--- config.mk ---
export PLATFORM = sky130hd
export DESIGN_NAME = sparse_row_mac
export DESIGN_NICKNAME = d
export VERILOG_FILES = /design/src/rtl/sprow_pkg.sv /design/src/rtl/sprow_addr_gen.sv /design/src/rtl/sprow_mul_stage.sv /design/src/rtl/sprow_accum.sv /design/src/rtl/sparse_row_mac.sv
export SDC_FILE = /design/constraint.sdc
export NUM_CORES = 2
export LEC_CHECK = 0
export ABC_CLOCK_PERIOD_IN_PS = 17600
export BUFFER_PORTS_ARGS = -buffer_cell sky130_fd_sc_hd__buf_4
export CORE_MARGIN = 5
export CORE_UTILIZATION = 40
export DETAILED_ROUTE_END_ITERATION = 8
export HOLD_SLACK_MARGIN = 0.1
export SLEW_MARGIN = 30
export SYNTH_ARGS = -nofsm -noshare
export SYNTH_HDL_FRONTEND = slang
export SYNTH_HIERARCHICAL = 1
export SYNTH_SLANG_ARGS = --single-unit
--- constraint.sdc ---
create_clock -name clk -period 17.6 [get_ports clk]
set_input_delay 0.88 -clock clk [delete_from_list [all_inputs] [get_ports clk]]
set_output_delay 0.88 -clock clk [all_outputs]
set_load 0.02 [all_outputs]
--- src/rtl/sprow_pkg.sv ---
// Shared definitions for the sparse row multiply-accumulate engine.
// Assumes: a single clock domain; every stage carries the same control bundle.
package sprow_pkg;
    localparam int DEF_TUPLES  = 3;   // weight/skip pairs per stream word
    localparam int DEF_WGT_W   = 16;  // Q7.8 weight and activation width
    localparam int DEF_SKIP_W  = 5;   // zero-run length field width
    localparam int DEF_ADDR_W  = 10;  // activation memory address width
    localparam int DEF_ACC_W   = 32;  // accumulator width
    localparam int DEF_WORD_W  = 64;  // stream word width

    // Control bundle that travels beside the data through each pipeline stage.
    typedef struct packed {
        logic vld;    // stage holds a word
        logic last;   // this word closed its row
    } stage_ctl_t;
endpackage

--- src/rtl/sprow_addr_gen.sv ---
// Address stage: splits a stream word into pairs and rebuilds each pair's
// absolute row position from the running offset plus the skip counts seen so
// far (one multi-input sum per pair). It flags the pairs that lie inside the
// layer, detects the end of the row and keeps the row offset.
// Assumes: cfg_len is stable while a row is in flight; take is a handshake.
module sprow_addr_gen
    import sprow_pkg::*;
#(
    parameter int N_TUP  = DEF_TUPLES,
    parameter int W_W    = DEF_WGT_W,
    parameter int Z_W    = DEF_SKIP_W,
    parameter int A_W    = DEF_ADDR_W,
    parameter int WORD_W = DEF_WORD_W
) (
    input  logic                          clk,
    input  logic                          rst_n,
    input  logic [A_W-1:0]                cfg_len,
    input  logic                          take,
    input  logic [WORD_W-1:0]             word,
    output stage_ctl_t                    ctl_q,
    output logic [N_TUP-1:0]              mask_q,
    output logic [N_TUP-1:0][A_W-1:0]     addr_q,
    output logic [N_TUP-1:0][W_W-1:0]     wgt_q
);
    localparam int TUP_W = W_W + Z_W;
    localparam int OFS_W = A_W + 1;
    localparam int SUM_W = A_W + Z_W + $clog2(N_TUP + 1) + 1;

    logic [OFS_W-1:0]            base_q;
    logic [OFS_W-1:0]            base_nxt;
    logic [N_TUP-1:0][Z_W-1:0]   skip;
    logic [N_TUP-1:0][W_W-1:0]   wgt;
    logic [N_TUP-1:0][SUM_W-1:0] pos;
    logic [N_TUP-1:0]            in_rng;
    logic [N_TUP-1:0]            mask_c;
    logic                        row_end;

    // Field extraction for every pair of the word.
    for (genvar g = 0; g < N_TUP; g++) begin : g_split
        assign skip[g] = word[g*TUP_W +: Z_W];
        assign wgt[g]  = word[g*TUP_W + Z_W +: W_W];
    end

    // Spare word bits beyond the last pair carry no meaning.
    if (WORD_W > N_TUP*TUP_W) begin : g_spare
        logic unused_spare;
        assign unused_spare = ^word[WORD_W-1:N_TUP*TUP_W];
    end

    // Position of each pair: offset + index + skip counts up to and including it.
    always_comb begin
        logic [SUM_W-1:0] s;
        for (int i = 0; i < N_TUP; i++) begin
            s = SUM_W'(base_q) + SUM_W'(i);
            for (int k = 0; k <= i; k++) begin
                s = s + SUM_W'(skip[k]);
            end
            pos[i]    = s;
            in_rng[i] = s < SUM_W'(cfg_len);
        end
    end

    // A pair counts only if it and every pair before it lie inside the layer.
    always_comb begin
        logic live;
        live = 1'b1;
        for (int i = 0; i < N_TUP; i++) begin
            live      = live & in_rng[i];
            mask_c[i] = live;
        end
        row_end  = ~live;
        base_nxt = row_end ? '0 : OFS_W'(pos[N_TUP-1] + SUM_W'(1));
    end

    // Stage register and row offset update on every accepted word.
    always_ff @(posedge clk) begin
        if (!rst_n) begin
            base_q <= '0;
            ctl_q  <= '0;
            mask_q <= '0;
            addr_q <= '0;
            wgt_q  <= '0;
        end else begin
            ctl_q.vld <= take;
            if (take) begin
                base_q     <= base_nxt;
                ctl_q.last <= row_end;
                mask_q     <= mask_c;
                wgt_q      <= wgt;
                for (int i = 0; i < N_TUP; i++) begin
                    addr_q[i] <= A_W'(pos[i]);
                end
            end else begin
                ctl_q.last <= 1'b0;
                mask_q     <= '0;
            end
        end
    end

    // Counted pairs must form a prefix: 000, 001, 011, 111.
    assert_mask_prefix_R5: assert property (@(posedge clk) disable iff (!rst_n)
        ctl_q.vld |-> $onehot0({1'b0, mask_q} + (N_TUP+1)'(1)));

    // The offset never passes the layer length while the length is held.
    assert_base_bound_R6: assert property (@(posedge clk) disable iff (!rst_n)
        $stable(cfg_len) |-> (base_q <= OFS_W'(cfg_len)));

    for (genvar g = 0; g < N_TUP; g++) begin : g_chk
        // Every counted pair reads inside the layer.
        assert_addr_in_layer_R2: assert property (@(posedge clk) disable iff (!rst_n)
            (ctl_q.vld && mask_q[g]) |-> (addr_q[g] < cfg_len));
        if (g > 0) begin : g_mono
            // Positions rise strictly across the pairs of one word.
            assert_addr_rising_R2: assert property (@(posedge clk) disable iff (!rst_n)
                (ctl_q.vld && mask_q[g]) |-> (addr_q[g] > addr_q[g-1]));
        end
    end
endmodule

--- src/rtl/sprow_mul_stage.sv ---
// Multiply stage: holds the weights for one cycle while the activation memory
// answers, then forms one signed product per pair. Pairs outside the row give 0.
// Assumes: the read data arrives exactly one clock after the address.
module sprow_mul_stage
    import sprow_pkg::*;
#(
    parameter int N_TUP = DEF_TUPLES,
    parameter int W_W   = DEF_WGT_W,
    parameter int ACC_W = DEF_ACC_W
) (
    input  logic                          clk,
    input  logic                          rst_n,
    input  stage_ctl_t                    ctl_in,
    input  logic [N_TUP-1:0]              mask_in,
    input  logic [N_TUP-1:0][W_W-1:0]     wgt_in,
    input  logic [N_TUP-1:0][W_W-1:0]     rdata,
    output stage_ctl_t                    ctl_q,
    output logic [N_TUP-1:0][ACC_W-1:0]   prod_q
);
    localparam int PROD_W = 2 * W_W;

    stage_ctl_t                  s2_ctl;
    logic [N_TUP-1:0]            s2_mask;
    logic [N_TUP-1:0][W_W-1:0]   s2_wgt;
    logic [N_TUP-1:0][ACC_W-1:0] prod_c;

    // One signed multiplier per pair, widened to the accumulator width.
    for (genvar g = 0; g < N_TUP; g++) begin : g_mul
        logic signed [PROD_W-1:0] p;
        logic signed [ACC_W-1:0]  pe;
        assign p         = $signed(s2_wgt[g]) * $signed(rdata[g]);
        assign pe        = ACC_W'(p);
        assign prod_c[g] = s2_mask[g] ? pe : '0;
    end

    // Align the weights with the memory latency, then register the products.
    always_ff @(posedge clk) begin
        if (!rst_n) begin
            s2_ctl  <= '0;
            s2_mask <= '0;
            s2_wgt  <= '0;
            ctl_q   <= '0;
            prod_q  <= '0;
        end else begin
            s2_ctl  <= ctl_in;
            s2_mask <= mask_in;
            s2_wgt  <= wgt_in;
            ctl_q   <= s2_ctl;
            prod_q  <= prod_c;
        end
    end

    // Products only move with a word behind them.
    assert_prod_follows_word_R4: assert property (@(posedge clk) disable iff (!rst_n)
        !ctl_q.vld |-> (prod_q == '0));
endmodule

--- src/rtl/sprow_accum.sv ---
// Accumulate stage: adds the products of each word into the running row sum.
// On the word that closes a row it presents the total for one cycle and
// clears the sum for the next row.
// Assumes: products are already zero for pairs outside the row.
module sprow_accum
    import sprow_pkg::*;
#(
    parameter int N_TUP = DEF_TUPLES,
    parameter int ACC_W = DEF_ACC_W
) (
    input  logic                          clk,
    input  logic                          rst_n,
    input  stage_ctl_t                    ctl_in,
    input  logic [N_TUP-1:0][ACC_W-1:0]   prod_in,
    output logic                          res_valid,
    output logic [ACC_W-1:0]              res_sum
);
    logic [ACC_W-1:0] acc_q;
    logic [ACC_W-1:0] total;

    // Running sum plus all products of the current word (wraps at ACC_W bits).
    always_comb begin
        total = acc_q;
        for (int i = 0; i < N_TUP; i++) begin
            total = total + prod_in[i];
        end
    end

    // Hold the partial sum, or hand it out and clear it at the row end.
    always_ff @(posedge clk) begin
        if (!rst_n) begin
            acc_q     <= '0;
            res_valid <= 1'b0;
            res_sum   <= '0;
        end else begin
            res_valid <= 1'b0;
            if (ctl_in.vld) begin
                if (ctl_in.last) begin
                    res_sum   <= total;
                    res_valid <= 1'b1;
                    acc_q     <= '0;
                end else begin
                    acc_q <= total;
                end
            end
        end
    end

    // A result strobe is always caused by a row-closing word one stage earlier.
    assert_result_source_R8: assert property (@(posedge clk) disable iff (!rst_n)
        res_valid |-> $past(ctl_in.vld && ctl_in.last));
endmodule

--- src/rtl/sparse_row_mac.sv ---
// Top of the sparse row multiply-accumulate engine.
// Pipeline: address -> activation read -> multiply -> accumulate.
// Assumes: the activation memory has one synchronous read port per pair and
// answers one clock after the address; cfg_len is held while a row is in flight.
module sparse_row_mac
    import sprow_pkg::*;
#(
    parameter int N_TUP  = DEF_TUPLES,
    parameter int W_W    = DEF_WGT_W,
    parameter int Z_W    = DEF_SKIP_W,
    parameter int A_W    = DEF_ADDR_W,
    parameter int ACC_W  = DEF_ACC_W,
    parameter int WORD_W = DEF_WORD_W
) (
    input  logic                   clk,
    input  logic                   rst_n,
    input  logic [A_W-1:0]         cfg_len,
    input  logic                   in_valid,
    output logic                   in_ready,
    input  logic [WORD_W-1:0]      in_word,
    output logic [N_TUP*A_W-1:0]   mem_addr,
    input  logic [N_TUP*W_W-1:0]   mem_rdata,
    output logic                   res_valid,
    output logic [ACC_W-1:0]       res_sum
);
    stage_ctl_t                  s1_ctl;
    stage_ctl_t                  s3_ctl;
    logic [N_TUP-1:0]            s1_mask;
    logic [N_TUP-1:0][A_W-1:0]   s1_addr;
    logic [N_TUP-1:0][W_W-1:0]   s1_wgt;
    logic [N_TUP-1:0][W_W-1:0]   rdata;
    logic [N_TUP-1:0][ACC_W-1:0] s3_prod;
    logic                        take;

    // The pipeline never stalls, so ready only waits for reset to end.
    always_ff @(posedge clk) begin
        if (!rst_n) in_ready <= 1'b0;
        else        in_ready <= 1'b1;
    end

    assign take = in_valid & in_ready;

    // Flat port packing for the replicated read ports.
    for (genvar g = 0; g < N_TUP; g++) begin : g_port
        assign mem_addr[g*A_W +: A_W] = s1_addr[g];
        assign rdata[g]               = mem_rdata[g*W_W +: W_W];
    end

    sprow_addr_gen #(
        .N_TUP(N_TUP), .W_W(W_W), .Z_W(Z_W), .A_W(A_W), .WORD_W(WORD_W)
    ) u_addr (
        .clk(clk), .rst_n(rst_n), .cfg_len(cfg_len), .take(take), .word(in_word),
        .ctl_q(s1_ctl), .mask_q(s1_mask), .addr_q(s1_addr), .wgt_q(s1_wgt)
    );

    sprow_mul_stage #(
        .N_TUP(N_TUP), .W_W(W_W), .ACC_W(ACC_W)
    ) u_mul (
        .clk(clk), .rst_n(rst_n), .ctl_in(s1_ctl), .mask_in(s1_mask),
        .wgt_in(s1_wgt), .rdata(rdata), .ctl_q(s3_ctl), .prod_q(s3_prod)
    );

    sprow_accum #(
        .N_TUP(N_TUP), .ACC_W(ACC_W)
    ) u_acc (
        .clk(clk), .rst_n(rst_n), .ctl_in(s3_ctl), .prod_in(s3_prod),
        .res_valid(res_valid), .res_sum(res_sum)
    );

    // No result strobe in the first cycle after reset.
    assert_quiet_after_reset_R9: assert property (@(posedge clk) disable iff (!rst_n)
        $rose(rst_n) |-> !res_valid);

    // Ready stays high once reset has been released.
    assert_ready_held_R9: assert property (@(posedge clk) disable iff (!rst_n)
        $past(rst_n) |-> in_ready);
endmodule

==> results.json <==
{
  "synth_cells": 4897,
  "synth_top_flop_cell": "dfxtp_1",
  "setup_violations": 0,
  "cts_buffers": 40,
  "htree_levels": 2,
  "worst_path_most_repeated_cell": "fa_1",
  "synth_edf_count": 0,
  "whs_ps": 433,
  "die_height_um": 344,
  "vdd_drop_max_mv": 0.0821,
  "cp_cell_sequence": "nand2_1, inv_1, fa_1, fa_1, fa_1, fa_1, fa_1, inv_1, fa_1, inv_1, ha_1, and3_1, and2_1, inv_1, a2111oi_0, o21ai_0, a21boi_0, o32ai_1, mux2i_1",
  "ff2ff_path_depth": 19,
  "crit_required_ps": 18060,
  "status": "finished clean",
  "hold_class": "reg -> reg",
  "vias": 31800,
  "worstPathArrival_ps": 7520,
  "routedWlPerCell_um": 17.0,
  "synthSimpleGateAreaFrac_pct": 15.5,
  "critPathMaxFanout": 16,
  "core_um2": 111000,
  "max_freq_ghz": 0.142,
  "syn_area_per_cell_um2": 9.11,
  "syn-num-nets": 6212,
  "startpoint_type": "register",
  "rows": 122,
  "rsz0062_at_grt": "false",
  "io_pins": 189,
  "ys_types": 86,
  "postCtsHoldBufs": 0,
  "finalHoldViolCount": 0,
  "power.leakage_nw": 23.9,
  "cts_resized": 0,
  "yosysTopAreaCellShare_pct": 38.8,
  "first_global_vias": 34100,
  "clock-sinks": 311,
  "r2r-start": "u_mul/s2_wgt[31]",
  "postRouteAntennaNets": 0,
  "overflow": 0,
  "synth_fa_ha_area_share_pct": 47.9,
  "drive_gt1_share_pct": 6.27,
  "async_reset_ff_share_pct": 0,
  "synth_top_family_by_area": "adder cells",
  "antenna_found_initial": 2,
  "grt_max_degree": 67,
  "synth_compound_area_share_pct": 6.94,
  "synth-seq-area-share_pct": 14.0,
  "drc": 0,
  "fp.dieArea_um2": 118000,
  "clkSlewWorstSetupHoldPaths_ps": 60,
  "setup.worst_path.start": "u_mul/s2_wgt[31]",
  "fin_skew_ps": 21.1,
  "clock_latency_ps": 600,
  "firstDrtPassIters": 6,
  "drtIter0Drc": 1835,
  "synth.area.mux_share_pct": 1.62,
  "path_class": "reg -> reg",
  "nNetsFinal": 6292,
  "post-route-cell-area_um2": 48800,
  "yosysMostFrequentCell": "inv_1",
  "max_cap_viol_count": 0,
  "end_kind": "register",
  "post-route-util_pct": 44.1,
  "grt_use_total_pct": 19.2,
  "synth_warnings": 6,
  "hpwl_um": 89300,
  "synth.largest_area_cell": "fa_1",
  "io_buffer_count": 187,
  "slowest_delay_ps": 900,
  "drv_slew": 0,
  "timing.setup.tns_ps": 0,
  "hp-start": "u_addr/ctl_q[0]",
  "areaGrowthSynthToFinish_pct": 9.42,
  "cts_setup_buffers": 0,
  "cts_tree": "built",
  "grt_pass1_wl_um": 181000,
  "yosys-top-cells-count": "inv_1, fa_1, nand2_1",
  "clockBufferDepth": 3,
  "die_w_um": 344,
  "post-route-min-period_ps": 7060,
  "worstMarginPinSlew_ps": 1010,
  "synth_xor_area_share_pct": 3.16,
  "netlist_area_um2": 44600,
  "rrSetupSlack_ps": 10540,
  "powerDensity_nw_per_um2": 64.6,
  "slew_headroom_pct": 32.8,
  "r2r-end": "u_mul/prod_q[62]",
  "place.gp.congestion": 0.897,
  "hold_end": "u_mul/s2_ctl[0]",
  "place_area_um2": 47300,
  "cp_slowest_cell": "fa_1",
  "cts_root_buf": "clkbuf_16",
  "initial_core_util_pct": 40.3,
  "synth-seq-cells": 311,
  "detail_route.vias_per_cell": 4.89,
  "min_period_over_period_pct": 40.1,
  "min_path_cells": 1,
  "drt-total-wl_um": 110000,
  "synthTopCellsByArea": "fa_1, dfxtp_1, inv_1"
}
[registers in the layout, indices dropped and copies added (netlist names), 3 cells and up]
signal,count
u_addr/wgt_q,48
u_mul/s2_wgt,48
u_acc/acc_q,32
u_addr/addr_q,30
u_addr/mask_q,3
u_mul/s2_mask,3
u_addr/base_q,11
u_acc/res_sum,32
u_mul/prod_q,96
[layout by cell type, fill, tap and decap left out, types with 7 or more instances in the layout]
cell type / count
a211oi_1: 29
a21o_1: 45
a21oi_1: 133
a31oi_1: 17
and2_1: 433
and3_1: 26
buf_4: 205
clkbuf_16: 41
clkbuf_8: 7
clkinv_2: 7
dfxtp_1: 311
fa_1: 864
ha_1: 326
inv_1: 1107
mux2i_1: 71
nand2_1: 492
nand2b_1: 31
nand3_1: 46
nand4_1: 18
nor2_1: 271
nor2b_1: 11
nor3_1: 29
nor3b_1: 7
o211ai_1: 15
o21a_1: 26
o21ai_0: 93
o21ai_1: 9
o21bai_1: 10
or2_2: 8
or3_1: 15
xnor2_1: 96
xor2_1: 65
[critical path, delay by kind of cell, from the launching register on]
family          cells  cell delay [ps]
simple gates        3              510
flops               1              710
fa+ha+maj           7             3840
compound gates      4             1450
mux                 1              130
buf+inv             4              300
[per-layer routing]
layer | track usage [%] | vias up | share of wire (%)
li1 | - | 15000 | -
met1 | 26.6 | 16000 | 45
met2 | 32.0 | 695 | 47
met3 | 2.93 | 109 | 5.3
met4 | 4.47 | 0 | 2.3
met5 | 0 | - | 0
[through the flow]
stage | setup WS [ps] | cells | power, mW
final | 10540 | 6498 | 3.15
after global routing | 10050 | 6498 | 3.43
after CTS | 10580 | 6497 | 3.20
after detailed placement | 10230 | 6423 | 2.29
after global placement | 10290 | 6423 | 2.27
after floorplan | 10930 | 4897 | 1.90
[area by class of cell]
type / instances / area [um^2]
clock inverters: 24 / 307
clock buffers: 50 / 1130
fillers: 10900 / 61900
repair buffers: 205 / 1540
multi-input cells: 3308 / 33600
inverters: 1111 / 4170
diodes: 1 / 2.50
well taps: 1488 / 1860
flip-flops and latches: 311 / 6230
[logic make-up (layout without fill, tap and decap cells)]
| group | count (synthesis) | in the layout |
|---|---|---|
| other | 0 | 1 |
| and+or+nand+nor | 1418 | 1418 |
| DFF | 311 | 311 |
| adders and majority gates | 1190 | 1190 |
| xor gates and xnor gates | 161 | 161 |
| buffers and inverters | 1278 | 1390 |
| muxes | 72 | 72 |
| AOI/OAI and AO/OA | 467 | 467 |
[power by group]
group / internal (mW) / leakage (nW) / switching (mW) / total [mW]
logic: 0.625 / 20.7 / 0.867 / 1.49
registers: 0.739 / 2.52 / 0.0450 / 0.784
clock network: 0.524 / 0.696 / 0.351 / 0.874
[worst max path at each step]
stage	end	slack, ps
floorplan	u_mul/prod_q[31]	10930
global placement	u_mul/prod_q[62]	10290
detailed placement	u_mul/prod_q[62]	10230
CTS	u_mul/prod_q[62]	10580
global route	u_mul/prod_q[62]	10050
finish	u_mul/prod_q[62]	10540
(Power assumes the default switching activity.)
